===== src/rtl/burst_seq_pkg.sv =====
package burst_seq_pkg;
    typedef enum logic [1:0] {
        SRC_NONE  = 2'd0,
        SRC_CPU   = 2'd1,
        SRC_CACHE = 2'd2
    } src_e;
endpackage


===== src/rtl/bsq_start_arb.sv =====
module bsq_start_arb
    import burst_seq_pkg::*;
(
    input  logic cpu_strobe_n,
    input  logic cache_strobe_n,
    output logic load,
    output src_e load_src
);
    always_comb begin
        load     = 1'b0;
        load_src = SRC_NONE;
        if (!cpu_strobe_n) begin
            load     = 1'b1;
            load_src = SRC_CPU;
        end else if (!cache_strobe_n) begin
            load     = 1'b1;
            load_src = SRC_CACHE;
        end
    end

    // the processor strobe always takes precedence
    always_comb begin
        if (!cpu_strobe_n) begin
            a_r4_cpu_first: assert (load_src == SRC_CPU);
        end
    end
endmodule


===== src/rtl/bsq_order.sv =====
module bsq_order #(
    parameter int CNT_W = 2
) (
    input  logic             interleave,
    input  logic [CNT_W-1:0] base_low,
    input  logic [CNT_W-1:0] step_cnt,
    output logic [CNT_W-1:0] low_out
);
    logic [CNT_W-1:0] lin_low;
    logic [CNT_W-1:0] xor_low;

    assign lin_low = base_low + step_cnt;

    genvar g;
    generate
        for (g = 0; g < CNT_W; g++) begin : g_xor
            assign xor_low[g] = base_low[g] ^ step_cnt[g];
        end
    endgenerate

    assign low_out = interleave ? xor_low : lin_low;

    // at step 0 both orders return the base
    always_comb begin
        if (step_cnt == '0) begin
            a_r5_zero_step: assert (low_out == base_low);
        end
    end
endmodule


===== src/rtl/burst_addr_seq.sv =====
module burst_addr_seq
    import burst_seq_pkg::*;
#(
    parameter int ADDR_W = 18,
    parameter int CNT_W  = 2
) (
    input  logic              clk,
    input  logic              rst_n,
    input  logic              cpu_strobe_n,
    input  logic              cache_strobe_n,
    input  logic              step_n,
    input  logic              order_sel,
    input  logic [ADDR_W-1:0] addr_in,
    output logic [ADDR_W-1:0] word_addr,
    output logic [CNT_W-1:0]  burst_pos,
    output logic [1:0]        burst_src
);
    localparam int HI_W = ADDR_W - CNT_W;

    typedef struct packed {
        logic [ADDR_W-1:0] base;
        logic [CNT_W-1:0]  cnt;
        logic              ilv;
        src_e              src;
    } seq_state_t;

    seq_state_t st_d, st_q;
    logic       load;
    src_e       load_src;
    logic [CNT_W-1:0] low_bits;

    bsq_start_arb u_arb (
        .cpu_strobe_n   (cpu_strobe_n),
        .cache_strobe_n (cache_strobe_n),
        .load           (load),
        .load_src       (load_src)
    );

    bsq_order #(.CNT_W(CNT_W)) u_order (
        .interleave (st_q.ilv),
        .base_low   (st_q.base[CNT_W-1:0]),
        .step_cnt   (st_q.cnt),
        .low_out    (low_bits)
    );

    always_comb begin
        st_d     = st_q;
        st_d.ilv = order_sel;
        if (load) begin
            st_d.base = addr_in;
            st_d.cnt  = '0;
            st_d.src  = load_src;
        end else if (!step_n) begin
            st_d.cnt = st_q.cnt + 1'b1;
        end
    end

    always_ff @(posedge clk) begin
        if (!rst_n) begin
            st_q <= '{base: '0, cnt: '0, ilv: 1'b0, src: SRC_NONE};
        end else begin
            st_q <= st_d;
        end
    end

    assign word_addr = {st_q.base[ADDR_W-1:CNT_W], low_bits};
    assign burst_pos = st_q.cnt;
    assign burst_src = st_q.src;

    // a load presents the sampled address at step 0
    a_r10_reload: assert property (@(posedge clk) disable iff (!rst_n)
        (!cpu_strobe_n || !cache_strobe_n) |=>
            (word_addr == $past(addr_in)) && (burst_pos == '0));

    // collision reports the processor
    a_r4_src_cpu: assert property (@(posedge clk) disable iff (!rst_n)
        !cpu_strobe_n |=> burst_src == 2'(SRC_CPU));

    // advance without strobe increments position
    a_r7_advance: assert property (@(posedge clk) disable iff (!rst_n)
        (cpu_strobe_n && cache_strobe_n && !step_n) |=>
            burst_pos == CNT_W'($past(burst_pos) + 1'b1));

    // upper bits fixed without a strobe
    a_r8_upper_fixed: assert property (@(posedge clk) disable iff (!rst_n)
        (cpu_strobe_n && cache_strobe_n) |=>
            word_addr[ADDR_W-1:CNT_W] == $past(word_addr[ADDR_W-1:CNT_W]));

    // idle cycle holds the address
    a_r9_hold: assert property (@(posedge clk) disable iff (!rst_n)
        (cpu_strobe_n && cache_strobe_n && step_n && (order_sel == st_q.ilv))
            |=> $stable(word_addr) && $stable(burst_pos));

    // HI_W must leave room for the counter
    initial begin
        a_r1_width_ok: assert (HI_W > 0);
    end
endmodule


===== config.mk =====
export PLATFORM = sky130hd
export DESIGN_NAME = burst_addr_seq
export DESIGN_NICKNAME = d
export VERILOG_FILES = /design/src/rtl/burst_seq_pkg.sv /design/src/rtl/bsq_start_arb.sv /design/src/rtl/bsq_order.sv /design/src/rtl/burst_addr_seq.sv
export SDC_FILE = /design/constraint.sdc
export NUM_CORES = 1
export LEC_CHECK = 0
export ABC_CLOCK_PERIOD_IN_PS = 950
export CORE_ASPECT_RATIO = 0.7
export CORE_MARGIN = 2
export CORE_UTILIZATION = 40
export CTS_CLUSTER_SIZE = 20
export DETAILED_ROUTE_END_ITERATION = 8
export GPL_TIMING_DRIVEN = 0
export PLACE_DENSITY = 0.76
export SLEW_MARGIN = 10
export SYNTH_ARGS = -nofsm -noshare
export SYNTH_HDL_FRONTEND = slang
export SYNTH_HIERARCHICAL = 1
export SYNTH_SLANG_ARGS = --single-unit

===== constraint.sdc =====
create_clock -name clk -period 0.95 [get_ports clk]
set_input_delay 0.095 -clock clk [delete_from_list [all_inputs] [get_ports clk]]
set_output_delay 0.095 -clock clk [all_outputs]
set_load 0.03 [all_outputs]

==> results of run 1 <==
==> final timing paths <==
path | to | slack (ps) | cells past startpoint | startpoint
min reg2reg | word_addr[10]$_SDFFE_PN0P_ | 520 | 2 | word_addr[10]$_SDFFE_PN0P_
max reg2reg | burst_pos[1]$_SDFFE_PP0N_ | -50 | 5 | burst_pos[0]$_SDFFE_PP0N_
min | burst_src[1]$_SDFFE_PN0P_ | 320 | 4 | cache_strobe_n
max | word_addr[1] | -340 | 4 | st_q[5]$_SDFFE_PN0P_
==> worst max-delay path, stage by stage (launching register included) <==
cell and delay [ps]:
dfxtp_2 360, ha_4 130, nor2b_4 180, xnor2_4 130, buf_6 140
==> kinds of logic after synthesis <==
logic type / after synthesis
fa+ha+maj: 1
mux: 20
flops: 23
simple gates: 29
xor+xnor: 3
buf+inv: 26
==> report_power, final <==
| part | total, mW | switching (mW) | internal, mW |
|---|---|---|---|
| combinational | 0.545 | 0.236 | 0.309 |
| sequential | 1.07 | 0.0411 | 1.03 |
| clock | 0.586 | 0.294 | 0.292 |
| total | 2.20 | 0.571 | 1.63 |
==> synth_stat cells <==
master     n  share of area
nor2_1     1         0.0034
clkbuf_1   2         0.0069
and2_1     1         0.0057
buf_6      2          0.021
nand2_1    1         0.0034
buf_12     1          0.018
ha_1       1          0.011
buf_4     20           0.14
xnor2_1    3          0.024
nor2b_1   23           0.13
inv_1      1         0.0034
mux2i_1   20           0.18
nor3_2     1         0.0092
nand2b_4   1          0.013
nor2b_2    1         0.0080
dfxtp_1   23           0.42
==> cell type report <==
class                   instances  share of cell area
inverters                       1             0.00226
repair buffers                 49               0.304
well taps                      34              0.0256
flip-flops and latches         23               0.293
plain buffers                  10              0.0564
clock inverters                 1             0.00301
clock buffers                   3              0.0248
multi-input cells              53               0.290
==> metal layers <==
metal	routed length [um]	GRT usage	vias to the layer above
li1	-	-	378
met4	17	0.0490	0
met1	828	0.143	337
met2	1150	0.290	18
met5	0	0	-
met3	75	0.0282	2
==> sequential cells by signal, summed over array words and instances (netlist names) <==
| name | count |
|---|---|
| burst_src | 2 |
| burst_pos | 2 |
| st_q | 3 |
| word_addr | 16 |
==> per-stage QoR <==
stage          hold WS [ps]  TNS [ps]  total power [mW]  area, um2  utilization
2_1_floorplan           220     -2.47              1.41       1130            -
3_3_place_gp            497    -12010              1.63       1620        0.641
3_5_place_dp            503    -12560              1.65       1620        0.641
4_1_cts                 317      -647              2.28       1760        0.696
5_1_grt                 323      -812              2.31       1660        0.656
6_report                321      -639              2.20       1660        0.656
==> repair_timing <==
action	4_1_cts	5_1_grt
pin swaps	3	2
endpoints found under the setup margin	43	22
hold buffers	0	0
resized for setup	178	4
buffers inserted	3	2
==> results.json, run 1 <==
{
  "cts-root-buf": "clkbuf_8",
  "synth_top_family_by_area": "buffers and inverters",
  "setup_slack_ps": -335,
  "cts_tree": "done",
  "final_cells": 174,
  "path_max_fanout": 2,
  "numClockSinks": 23,
  "rsz0062_at_grt": "true",
  "initial_core_util": 0.432,
  "ys_seq_area_frac": 0.421,
  "coreArea_mm2": 0.00253,
  "grt_antenna_before_repair": 0,
  "fin_crit_sh": 1.35,
  "worstSetupStartpointType": "flop",
  "status": "complete, but fails checks",
  "area_growth_pct": 52.1,
  "synth-xor-area-share": 0.0240,
  "fmax_mhz": 778,
  "ys_seq_elements": 23,
  "synth-simple-area-share": 0.174,
  "drive_gt1_frac": 0.486,
  "hold_viol_final": 0,
  "die_w_um": 66.5,
  "drv_slew": 0,
  "maxSlewHeadroom": 0.830,
  "antenna_cells": 0,
  "crit_required_ps": 850,
  "fill_cells": 193,
  "post_synth_mux_area_share": 0.183,
  "drc": 0,
  "num_vias": 735,
  "num_rows": 15,
  "wl_per_cell_um": 11.9,
  "die_h_um": 47.7,
  "grt_pass1_wl_um": 3240,
  "power_density_mw_per_mm2": 1320,
  "dieArea_mm2": 0.00317,
  "vdd_ir_drop_max_mv": 1.18,
  "synth_compound_area_frac": 0,
  "end_kind": "primary output",
  "grt_pass1_vias": 783,
  "place_ws_ps": -611,
  "layout.cells.most_common": "buf_6",
  "grt_remaining_overflow": 0,
  "place_congestion": 0.657,
  "antenna_left": 0,
  "arrival_ps": 1190,
  "setup_viol": 5,
  "yosys.area_share.adder": 0.0114,
  "dr.first_iter.drc_count": 8,
  "viasPerCell": 4.22,
  "seq_area_um2": 488,
  "path_class": "reg -> out",
  "period_needed_ps": 1290,
  "yosys_warnings": 6,
  "clock_path_buffers": 2,
  "final_nets": 166,
  "syn-num-nets": 127,
  "cts_max_level": 1,
  "drt-pass1-iter-count": 3,
  "tightestPinTransition_ps": 253,
  "routed_wl_um": 2070,
  "grt_usage": 0.139,
  "ys_types": 16,
  "synth_area_per_cell_um2": 10.7,
  "hp-class": "in -> reg",
  "hpwl_um": 1680,
  "clk_latency_ps": 260,
  "drv_cap": 0,
  "leakagePower_nw": 0.787,
  "synthCells": 102,
  "final_cell_mix": "buf_6 (25), nor2b_1 (21), clkdlybuf4s50_1 (21)",
  "multi_input_area_um2": 483,
  "cts_made_buffers": 3,
  "syn_area_mm2": 0.00109,
  "dp_cells": 181,
  "violations": "negative setup slack",
  "io_buffers": 45,
  "fin_worst_skew_ps": 0.489,
  "io_pins": 46,
  "grt_max_degree": 14,
  "clk_pin_slew_worst_paths_ps": 80
}
Note: power is estimated with default switching activity, not from simulation.
==> run 2: changes to the inputs <==
--- a/config.mk
+++ b/config.mk
@@ -5,7 +5,9 @@
 export SDC_FILE = /design/constraint.sdc
 export NUM_CORES = 1
 export LEC_CHECK = 0
+export ABC_AREA = 0
 export ABC_CLOCK_PERIOD_IN_PS = 950
+export CAP_MARGIN = 0
 export CORE_ASPECT_RATIO = 0.7
 export CORE_MARGIN = 2
 export CORE_UTILIZATION = 40
==> results of run 2 <==
The final DEF is identical to that of run 1; final timing and power are the same.
==> run 3: changes to the inputs <==
--- a/config.mk
+++ b/config.mk
@@ -9,7 +9,7 @@
 export ABC_CLOCK_PERIOD_IN_PS = 950
 export CAP_MARGIN = 0
 export CORE_ASPECT_RATIO = 0.7
-export CORE_MARGIN = 2
+export CORE_MARGIN = 1
 export CORE_UTILIZATION = 40
 export CTS_CLUSTER_SIZE = 20
 export DETAILED_ROUTE_END_ITERATION = 8
==> results.json, run 3 (synthesis results as in run 1) <==
{
  "drv_slew": 0,
  "timing.setup.tns_ps": -1180,
  "cts_made_buffers": 3,
  "wl_per_cell_um": 12.0,
  "setup_slack_ps": -353,
  "path_cells": "ha_4 -> nor2b_4 -> xnor2_4 -> buf_6",
  "grt_remaining_overflow": 0,
  "num_vias": 770,
  "leakagePower_nw": 0.810,
  "antenna_cells": 0,
  "num_rows": 15,
  "fin_crit_sh": 1.37,
  "worstSetupStartpointType": "flop",
  "cts-root-buf": "clkbuf_8",
  "io_pins": 46,
  "seq_area_um2": 488,
  "end_kind": "primary output",
  "multi_input_area_um2": 490,
  "dieArea_mm2": 0.00295,
  "timing.critical_path.slowest_cell_delay_ps": 370,
  "path_class": "reg -> out",
  "p_seq_frac": 0.485,
  "period_needed_ps": 1300,
  "dr.first_iter.drc_count": 25,
  "die_w_um": 64.5,
  "final_area_mm2": 0.00171,
  "hpwl_um": 1520,
  "clock_path_buffers": 2,
  "numClockSinks": 23,
  "drc": 0,
  "antenna_left": 0,
  "maxSlewHeadroom": 0.828,
  "cts_tree": "done",
  "final_cell_mix": "buf_6 (26), nor2b_1 (21), clkdlybuf4s50_1 (21)",
  "drt-pass1-iter-count": 2,
  "p_sw_frac": 0.259,
  "cpLargestDelayFamily": "flip-flops",
  "viasPerCell": 4.35,
  "die_h_um": 45.7,
  "fmax_mhz": 768,
  "clk_latency_ps": 250,
  "layout.cells.most_common": "buf_6",
  "cts_max_level": 1,
  "hold_viol_final": 0,
  "tightestPinTransition_ps": 257,
  "path_buf_inv": 1,
  "grt_pass1_vias": 808,
  "placed_area_mm2": 0.00162,
  "fin_worst_skew_ps": 0.186,
  "drv_cap": 0,
  "power_frac_comb": 0.252,
  "grt_pass1_wl_um": 3370,
  "vdd_ir_drop_max_mv": 0.866,
  "power_density_mw_per_mm2": 1290,
  "final_nets": 169,
  "crit_required_ps": 850,
  "hp-class": "in -> reg",
  "coreArea_mm2": 0.00253,
  "place_congestion": 0.696,
  "fill_cells": 203,
  "grt_usage": 0.152,
  "hold_buffers": 0,
  "routed_wl_um": 2120,
  "power.total_mw": 2.21,
  "p_int_mw": 1.64,
  "status": "complete, but fails checks",
  "rsz0062_at_grt": "true",
  "io_buffers": 45,
  "setup_viol": 5,
  "clk_pin_slew_worst_paths_ps": 80,
  "drive_gt1_frac": 0.503,
  "largest_reg_flops": 16,
  "final_cells": 177,
  "slowest_stage": "dfxtp_2",
  "grt_max_degree": 14,
  "dp_cells": 181,
  "p_sw_uw": 571,
  "grt_antenna_before_repair": 0,
  "path_max_fanout": 2,
  "arrival_ps": 1210,
  "holdWs_ps": 324,
  "area_growth_pct": 56.3,
  "violations": "negative setup slack",
  "clkPwrFrac": 0.263,
  "initial_core_util": 0.432
}
[run 3: power by group through the flow]
| stage | Sequential (mW) | Clock, mW | Combinational [mW] |
|---|---|---|---|
| after floorplan | 1.07 | 0 | 0.347 |
| after global placement | 1.07 | 0 | 0.560 |
| after detailed placement | 1.08 | 0 | 0.570 |
| after CTS | 1.06 | 0.610 | 0.618 |
| after global routing | 1.08 | 0.659 | 0.589 |
| final | 1.07 | 0.580 | 0.557 |
[run 3: timing repair]
action                                  in CTS  in global routing
pin swaps                                    3                  3
endpoints found under the setup margin      44                 23
resized for setup                          183                  5
setup buffers                                7                  3
[run 3: final cells by class]
| cell class | count | area share |
|---|---|---|
| Timing Repair Buffer | 54 | 0.322 |
| Multi-Input combinational cell | 53 | 0.287 |
| Sequential cell | 23 | 0.286 |
| Buffer | 8 | 0.0512 |
| Tap cell | 34 | 0.0249 |
| Clock buffer | 3 | 0.0242 |
| Clock inverter | 1 | 0.00293 |
| Inverter | 1 | 0.00220 |
[run 3: worst paths after layout]
kind / from / to / slack, ps / cells past startpoint
setup / recovery: st_q[5]$_SDFFE_PN0P_ / word_addr[1] / -350 / 4
hold / removal: cpu_strobe_n / burst_src[0]$_SDFFE_PN0P_ / 320 / 4
setup reg to reg: burst_pos[0]$_SDFFE_PP0N_ / burst_pos[1]$_SDFFE_PP0N_ / -260 / 7
hold reg to reg: word_addr[17]$_SDFFE_PN0P_ / word_addr[17]$_SDFFE_PN0P_ / 530 / 2
[run 3: metrics by stage]
stage	util	worst slack, ps
after floorplan	-	-2.47
after global routing	0.675	-384
after CTS	0.711	-331
after detailed placement	0.641	-628
after global placement	0.641	-607
final	0.675	-353
[run 3: metal layers]
| layer | GRT usage | share of wire | vias to the layer above |
|---|---|---|---|
| met2 | 0.295 | 0.52 | 23 |
| li1 | - | - | 387 |
| met4 | 0.0267 | 0.0090 | 0 |
| met5 | 0 | 0 | - |
| met3 | 0.0400 | 0.038 | 2 |
| met1 | 0.173 | 0.43 | 358 |
[run 3: worst reg2reg max path: stages (launching register included)]
cell and delay, ps:
dfxtp_2 340, buf_4 130, buf_6 110, buf_4 120
buf_4 120, nor2b_4 130, xnor2_2 120, nor2_1 50
